<file path="src/rtl/trm_pkg.sv">
// Shared types for the trigger routing matrix.
// Assumes at most 64 source codes, so a six-bit selector is enough.
package trm_pkg;

    localparam int SRC_W = 6;

    // Rate selector of a resampled route; code 3 behaves like full rate.
    typedef enum logic [1:0] {
        RATE_FULL  = 2'd0,
        RATE_DIV1  = 2'd1,
        RATE_DIV2  = 2'd2,
        RATE_FULLB = 2'd3
    } rate_e;

    // One route word: rate, mode (1 = resampled), enable, source code.
    typedef struct packed {
        rate_e              rate;
        logic               sync;
        logic               en;
        logic [SRC_W-1:0]   src;
    } route_cfg_t;

    localparam int CFG_W = $bits(route_cfg_t);

    // Source code under which destination line 'line' is read back.
    function automatic int line_src_code(int line, int n_fp, int n_bus, int n_star);
        if (line < n_star) return n_fp + n_bus + line;
        return n_fp + (line - n_star);
    endfunction

endpackage

</file>
<file path="src/rtl/trm_div.sv">
// Rate divider: emits a registered one-cycle tick every div_val+1 cycles.
// Assumes div_val may change at any time; the count restarts once it
// reaches or passes the new value.
module trm_div #(
    parameter int DIV_W = 8
) (
    input  logic             clk,
    input  logic             rst_n,
    input  logic [DIV_W-1:0] div_val,
    output logic             tick
);

    logic [DIV_W-1:0] cnt;

    // Count up, wrap at the divide value and flag the wrap cycle.
    always_ff @(posedge clk) begin
        if (!rst_n) begin
            cnt  <= '0;
            tick <= 1'b0;
        end else if (cnt >= div_val) begin
            cnt  <= '0;
            tick <= 1'b1;
        end else begin
            cnt  <= cnt + 1'b1;
            tick <= 1'b0;
        end
    end

endmodule

</file>
<file path="src/rtl/trm_cfg.sv">
// Register file of the routing matrix: one route word per destination,
// two divide values and the software trigger strobe. Also makes the
// reference square wave. Assumes single-cycle writes and combinational reads.
module trm_cfg
    import trm_pkg::*;
#(
    parameter int N_STAR = 17,
    parameter int N_BUS  = 8,
    parameter int N_FP   = 6,
    parameter int DIV_W  = 8,
    parameter int ADDR_W = 5
) (
    input  logic              clk,
    input  logic              rst_n,
    input  logic              we,
    input  logic [ADDR_W-1:0] addr,
    input  logic [CFG_W-1:0]  wdata,
    output logic [CFG_W-1:0]  rdata,
    output route_cfg_t        cfg [N_STAR+N_BUS],
    output logic [DIV_W-1:0]  div1_val,
    output logic [DIV_W-1:0]  div2_val,
    output logic              sw_pulse,
    output logic              sync_ref
);

    localparam int N_LINE    = N_STAR + N_BUS;
    localparam int DIV1_ADDR = N_LINE;
    localparam int DIV2_ADDR = N_LINE + 1;
    localparam int SW_ADDR   = N_LINE + 2;

    route_cfg_t wcfg;
    assign wcfg = route_cfg_t'(wdata);

    // Store route words, clearing enable when a route names its own line.
    always_ff @(posedge clk) begin
        if (!rst_n) begin
            for (int i = 0; i < N_LINE; i++) cfg[i] <= '0;
        end else if (we) begin
            for (int i = 0; i < N_LINE; i++) begin
                if (addr == ADDR_W'(i)) begin
                    cfg[i] <= wcfg;
                    if (wcfg.src == SRC_W'(line_src_code(i, N_FP, N_BUS, N_STAR)))
                        cfg[i].en <= 1'b0;
                end
            end
        end
    end

    // Store the two divide values.
    always_ff @(posedge clk) begin
        if (!rst_n) begin
            div1_val <= '0;
            div2_val <= '0;
        end else if (we) begin
            if (addr == ADDR_W'(DIV1_ADDR)) div1_val <= wdata[DIV_W-1:0];
            if (addr == ADDR_W'(DIV2_ADDR)) div2_val <= wdata[DIV_W-1:0];
        end
    end

    // One-cycle software trigger raised by a write of 1 to the strobe address.
    always_ff @(posedge clk) begin
        if (!rst_n) sw_pulse <= 1'b0;
        else        sw_pulse <= we && (addr == ADDR_W'(SW_ADDR)) && wdata[0];
    end

    // Reference square wave at half the timing clock rate.
    always_ff @(posedge clk) begin
        if (!rst_n) sync_ref <= 1'b0;
        else        sync_ref <= ~sync_ref;
    end

    // Read multiplexer over route words and divide values.
    always_comb begin
        rdata = '0;
        for (int i = 0; i < N_LINE; i++)
            if (addr == ADDR_W'(i)) rdata = cfg[i];
        if (addr == ADDR_W'(DIV1_ADDR)) rdata = CFG_W'(div1_val);
        if (addr == ADDR_W'(DIV2_ADDR)) rdata = CFG_W'(div2_val);
    end

endmodule

</file>
<file path="src/rtl/trm_route.sv">
// One destination route: source select, optional resampling, pad drive.
// Assumes the source vector is ordered by source code and that codes at
// or above N_SRC select a constant low.
module trm_route
    import trm_pkg::*;
#(
    parameter int N_SRC = 34
) (
    input  logic             clk,
    input  logic             rst_n,
    input  route_cfg_t       cfg,
    input  logic [N_SRC-1:0] src_vec,
    input  logic             tick_div1,
    input  logic             tick_div2,
    output logic             line_out,
    output logic             line_oe,
    output logic             rate_tick
);

    logic sel;
    logic meta_q;
    logic sync_q;
    logic hold_q;

    // Pick the source bit named by the route word.
    always_comb begin
        if (int'(cfg.src) < N_SRC) sel = src_vec[cfg.src];
        else                       sel = 1'b0;
    end

    // Choose the load strobe for the resampled output register.
    always_comb begin
        unique case (cfg.rate)
            RATE_DIV1: rate_tick = tick_div1;
            RATE_DIV2: rate_tick = tick_div2;
            default:   rate_tick = 1'b1;
        endcase
    end

    // Two-stage synchronizer followed by a rate-gated output register.
    always_ff @(posedge clk) begin
        if (!rst_n) begin
            meta_q <= 1'b0;
            sync_q <= 1'b0;
            hold_q <= 1'b0;
        end else begin
            meta_q <= sel;
            sync_q <= meta_q;
            if (rate_tick) hold_q <= sync_q;
        end
    end

    // Drive the pad only while enabled, from the path the mode selects.
    always_comb begin
        line_oe  = cfg.en;
        line_out = cfg.en & (cfg.sync ? hold_q : sel);
    end

endmodule

</file>
<file path="src/rtl/trig_route_matrix.sv">
// Top of the trigger routing matrix: register file, two rate dividers and
// one route per star and bus line. Assumes clk is the shared timing clock
// and that pad tri-state buffers sit outside, driven by *_out and *_oe.
module trig_route_matrix
    import trm_pkg::*;
#(
    parameter int N_STAR = 17,
    parameter int N_BUS  = 8,
    parameter int N_FP   = 6,
    parameter int DIV_W  = 8,
    parameter int ADDR_W = 5
) (
    input  logic                   clk,
    input  logic                   rst_n,
    input  logic                   cfg_we,
    input  logic [ADDR_W-1:0]      cfg_addr,
    input  logic [trm_pkg::CFG_W-1:0] cfg_wdata,
    output logic [trm_pkg::CFG_W-1:0] cfg_rdata,
    input  logic [N_FP-1:0]        fp_in,
    input  logic [N_BUS-1:0]       bus_in,
    input  logic [N_STAR-1:0]      star_in,
    input  logic                   clkin,
    output logic [N_STAR-1:0]      star_out,
    output logic [N_STAR-1:0]      star_oe,
    output logic [N_BUS-1:0]       bus_out,
    output logic [N_BUS-1:0]       bus_oe
);

    localparam int N_LINE = N_STAR + N_BUS;
    localparam int N_SRC  = N_FP + N_BUS + N_STAR + 3;

    route_cfg_t        route_cfg [N_LINE];
    logic [DIV_W-1:0]  div_val   [2];
    logic [1:0]        div_tick;
    logic              sw_pulse;
    logic              sync_ref;
    logic [N_SRC-1:0]  src_vec;
    logic [N_LINE-1:0] line_out;
    logic [N_LINE-1:0] line_oe;
    logic [N_LINE-1:0] rate_tick;

    trm_cfg #(
        .N_STAR (N_STAR),
        .N_BUS  (N_BUS),
        .N_FP   (N_FP),
        .DIV_W  (DIV_W),
        .ADDR_W (ADDR_W)
    ) u_cfg (
        .clk      (clk),
        .rst_n    (rst_n),
        .we       (cfg_we),
        .addr     (cfg_addr),
        .wdata    (cfg_wdata),
        .rdata    (cfg_rdata),
        .cfg      (route_cfg),
        .div1_val (div_val[0]),
        .div2_val (div_val[1]),
        .sw_pulse (sw_pulse),
        .sync_ref (sync_ref)
    );

    genvar k;
    generate
        for (k = 0; k < 2; k++) begin : g_div
            trm_div #(.DIV_W(DIV_W)) u_div (
                .clk     (clk),
                .rst_n   (rst_n),
                .div_val (div_val[k]),
                .tick    (div_tick[k])
            );
        end
    endgenerate

    // Source vector in code order: panel, bus, star, software, reference, external.
    assign src_vec = {clkin, sync_ref, sw_pulse, star_in, bus_in, fp_in};

    genvar l;
    generate
        for (l = 0; l < N_LINE; l++) begin : g_route
            trm_route #(.N_SRC(N_SRC)) u_route (
                .clk       (clk),
                .rst_n     (rst_n),
                .cfg       (route_cfg[l]),
                .src_vec   (src_vec),
                .tick_div1 (div_tick[0]),
                .tick_div2 (div_tick[1]),
                .line_out  (line_out[l]),
                .line_oe   (line_oe[l]),
                .rate_tick (rate_tick[l])
            );
        end
    endgenerate

    assign star_out = line_out[N_STAR-1:0];
    assign star_oe  = line_oe[N_STAR-1:0];
    assign bus_out  = line_out[N_LINE-1:N_STAR];
    assign bus_oe   = line_oe[N_LINE-1:N_STAR];

endmodule

</file>
<file path="config.mk">
export PLATFORM = sky130hd
export DESIGN_NAME = trig_route_matrix
export DESIGN_NICKNAME = d
export VERILOG_FILES = /design/src/rtl/trm_pkg.sv /design/src/rtl/trm_div.sv /design/src/rtl/trm_cfg.sv /design/src/rtl/trm_route.sv /design/src/rtl/trig_route_matrix.sv
export SDC_FILE = /design/constraint.sdc
export NUM_CORES = 1
export LEC_CHECK = 0
export ABC_AREA = 1
export BUFFER_PORTS_ARGS = -buffer_cell sky130_fd_sc_hd__buf_2
export CORE_ASPECT_RATIO = 0.9
export CORE_MARGIN = 2
export CORE_UTILIZATION = 40
export DETAILED_ROUTE_END_ITERATION = 10
export PLACE_DENSITY_LB_ADDON = 0.25
export SETUP_SLACK_MARGIN = 0.2
export SYNTH_ARGS = -nofsm -noshare
export SYNTH_HDL_FRONTEND = slang
export SYNTH_HIERARCHICAL = 1
export SYNTH_SLANG_ARGS = --single-unit
</file>
<file path="constraint.sdc">
create_clock -name clk -period 1.6 [get_ports clk]
set_input_delay 0.16 -clock clk [delete_from_list [all_inputs] [get_ports clk]]
set_output_delay 0.16 -clock clk [all_outputs]
set_load 0.05 [all_outputs]
</file>
==> results.cfg <==
[status]
status = finished, violations left
violations = negative setup slack

[global_route]
groute.usage.overall_pct = 35.48
grt_max_degree = 122
antenna_found_initial = 2
overflow = 0
grt_pass1_vias = 30140
grt_pass1_wl_mm = 189.2

[clock_network]
cts.sinks = 361
cts_tree = done
htreeDepth = 2
clkTransAtPathRegs_ns = 0.06
cts_root_buf = clkbuf_16
clk_path_buf_depth = 3
clk_latency_ns = 0.58
cts_buffers = 43

[power]
total_power_mw = 24.74
ir_drop_uv = 805.0
p_leak_nw = 17.16
p_per_area_nw_per_um2 = 628.3

[min_path]
hold_path_class = primary input to flop
whs_path_depth = 4
holdPathEnd = u_cfg/sw_pulse$_SDFF_PN0_
hp-start = cfg_wdata[0]

[sta]
drv_slew = 0
post-route-min-period_ns = 3.117
finalSetupTns_ns = -32.80
setup_violations = 38
setup_ws_ns = -1.517
tightest_slew_ns = 0.5772
slew_headroom_pct = 61.52
finClkSkew_ns = 0.01734
rsz0062_at_grt = yes
finalHoldViolations = 0
fin_crit_sh_pct = 194.8
fmax_mhz = 320.8

[critical_path]
max_stage_delay_ns = 0.32
cp.depth = 15
reg2reg_depth = 18
arrival_ns = 2.96
cpLargestDelayFamily = simple AND/OR/NAND/NOR gates
crit_chain = nand3_1 -> nand3_1 -> nor2_2 -> nand4_1 -> nor2_1 -> nand4_1 -> nor2_2 -> nand4_1 -> nand2_2 -> nand4_1 -> nor2_2 -> nand4_1 -> nand2_1 -> nand4_1 -> buf_12
crit_start = u_cfg/cfg[235]$_SDFFE_PN0P_
endpoint_kind = output pin
path_max_fanout = 2
path_class = flop to output pin
crit_path_start_kind = flop
cp_common_cell = nand4_1
cp.required_ns = 1.44
reg2reg_to = g_route[14].u_route/meta_q$_SDFF_PN0_
timing.rr.start = u_cfg/cfg[100]$_SDFFE_PN0P_
critPathSlowestCell = dfxtp_1
cp.buffers_inverters = 1
r2r_slack_ns = -0.48

[placement]
portBuffers = 109
place_hpwl_mm = 91.39
place_ws_ns = -1.318
place.gp.congestion = 1.026

[logic_synthesis]
synth_nets = 4659
yosysWarnings = 6
async_reset_ff_share_pct = 0
ys.flop_type = dfxtp_1
synth_area_per_cell_sq_um = 5.995
ys_types = 43
synth_edf_count = 0
yosysSeqAreaShare_pct = 26.55
synth_seq_cells = 361
syn_inst = 4541
synth_area_sq_um = 27220

[cells_and_area]
drive_above_1_share_pct = 31.85
layout.nets = 5334
multiInputGateArea_sq_um = 18290
register_area_sq_um = 7418
layout_commonest_cell = nand2_1
syn_to_final_growth_pct = 44.62
final_cell_mix = 1470 x nand2_1, 498 x buf_4, 447 x nand3_1
nFillCells = 6241

[floorplanning]
die-area_sq_um = 70160
die_h_microns = 251.5
core_area_sq_um = 67230
io_pins = 110
die_w_microns = 279.0
rows = 90
initial_core_util_pct = 40.50

[route]
num_vias = 34200
via_per_inst = 5.587
drt-initial-drc-count = 4710
dr.pass1.iters = 6
drtAntennaViolNets = 0
drcViolationCount = 0
finalWirelength_mm = 131.3
wl_per_cell_microns = 21.44

[job]
drv_cap = 0
registers in the layout, indices dropped and copies added (netlist names):
signal                  flops
u_cfg/div2_val              8
g_route.u_route/meta_q     25
g_route.u_route/sync_q     25
u_cfg/cfg                 250
g_div.u_div/cnt            16
g_div.u_div/tick            2
u_cfg/div1_val              8
g_route.u_route/hold_q     25
u_cfg/sw_pulse              1
u_cfg/sync_ref              1
synthesized netlist by cell type, types with 21 or more instances:
master / count / area share [%]
inv_1: 436 / 6.0
o2111ai_1: 21 / 0.68
ha_1: 68 / 3.1
nand3_1: 538 / 9.9
buf_4: 51 / 1.4
nand3_2: 26 / 0.96
buf_6: 51 / 2.1
nand2_2: 63 / 1.4
nor2_2: 22 / 0.51
dfxtp_1: 361 / 27
o21a_1: 25 / 0.69
clkbuf_1: 81 / 1.1
a21oi_1: 388 / 7.1
o21ai_0: 223 / 4.1
nor2_1: 283 / 3.9
nand2_1: 1637 / 23
nand4_1: 61 / 1.4
repair_timing:
item                       in CTS  in global routing
gates cloned                   16                 13
setup buffers                  45                 42
hold buffers                    4                  0
pin swaps                     131                250
resized for setup             490                438
hold endpoints to repair       13                  0
setup endpoints to repair     140                203
final cells by class:
class	count	share of cell area, %
clock buffers	60	3.130
multi-input cells	3476	46.44
clock inverters	16	0.6769
repair inverters	5	0.1176
diodes	1	0.006356
repair buffers	842	22.40
inverters	487	5.603
flip-flops and latches	361	18.84
well taps	874	2.778
tightest hold or removal path: stages:
cell     delay (ns)
buf_2          0.16
buf_4          0.16
nand4_1        0.06
nor3_1         0.04
power by group:
group | switching [mW] | internal, mW
logic | 3.03 | 1.77
registers | 0.134 | 9.14
clock network | 4.17 | 6.50
through the flow:
| stage | area (sq um) | std cells | utilization (%) | hold slack [ns] |
|---|---|---|---|---|
| finish | 39370 | 6122 | 58.57 | 0.04533 |
| floorplan | 27580 | 4541 | - | 0.2576 |
| global route | 39370 | 6121 | 58.56 | 0.04014 |
| detailed placement | 33540 | 5926 | 49.89 | 0.3918 |
| global placement | 33540 | 5926 | 49.89 | 0.3871 |
| CTS | 37320 | 6067 | 55.52 | 0.01562 |
metal layers:
layer,part of all wire [%],vias to the layer above,track usage (%)
met4,5.1,4,16.11
met5,0.020,-,0
met3,12,420,7.084
met2,41,2075,51.86
met1,41,15660,50.05
li1,-,16040,-
cell families (layout without fill, tap and decap cells):
group	Yosys count	count (layout)	synth area share, %
AOI/OAI and AO/OA	707	707	14.03
xor gates and xnor gates	10	10	0.3217
adders and majority gates	68	68	3.125
buffers and inverters	704	1410	13.57
DFF	361	361	26.55
other	0	1	0
and+or+nand+nor	2691	2691	42.41
how the worst max path moves through the flow:
stage / slack [ns] / to
after floorplan: -0.43 / cfg_rdata[8]
after global placement: -1.31 / cfg_rdata[2]
after detailed placement: -1.32 / cfg_rdata[5]
after CTS: -1.46 / cfg_rdata[5]
after global routing: -1.58 / cfg_rdata[7]
final: -1.52 / cfg_rdata[5]
No activity file was read; power rests on OpenSTA's default activity.
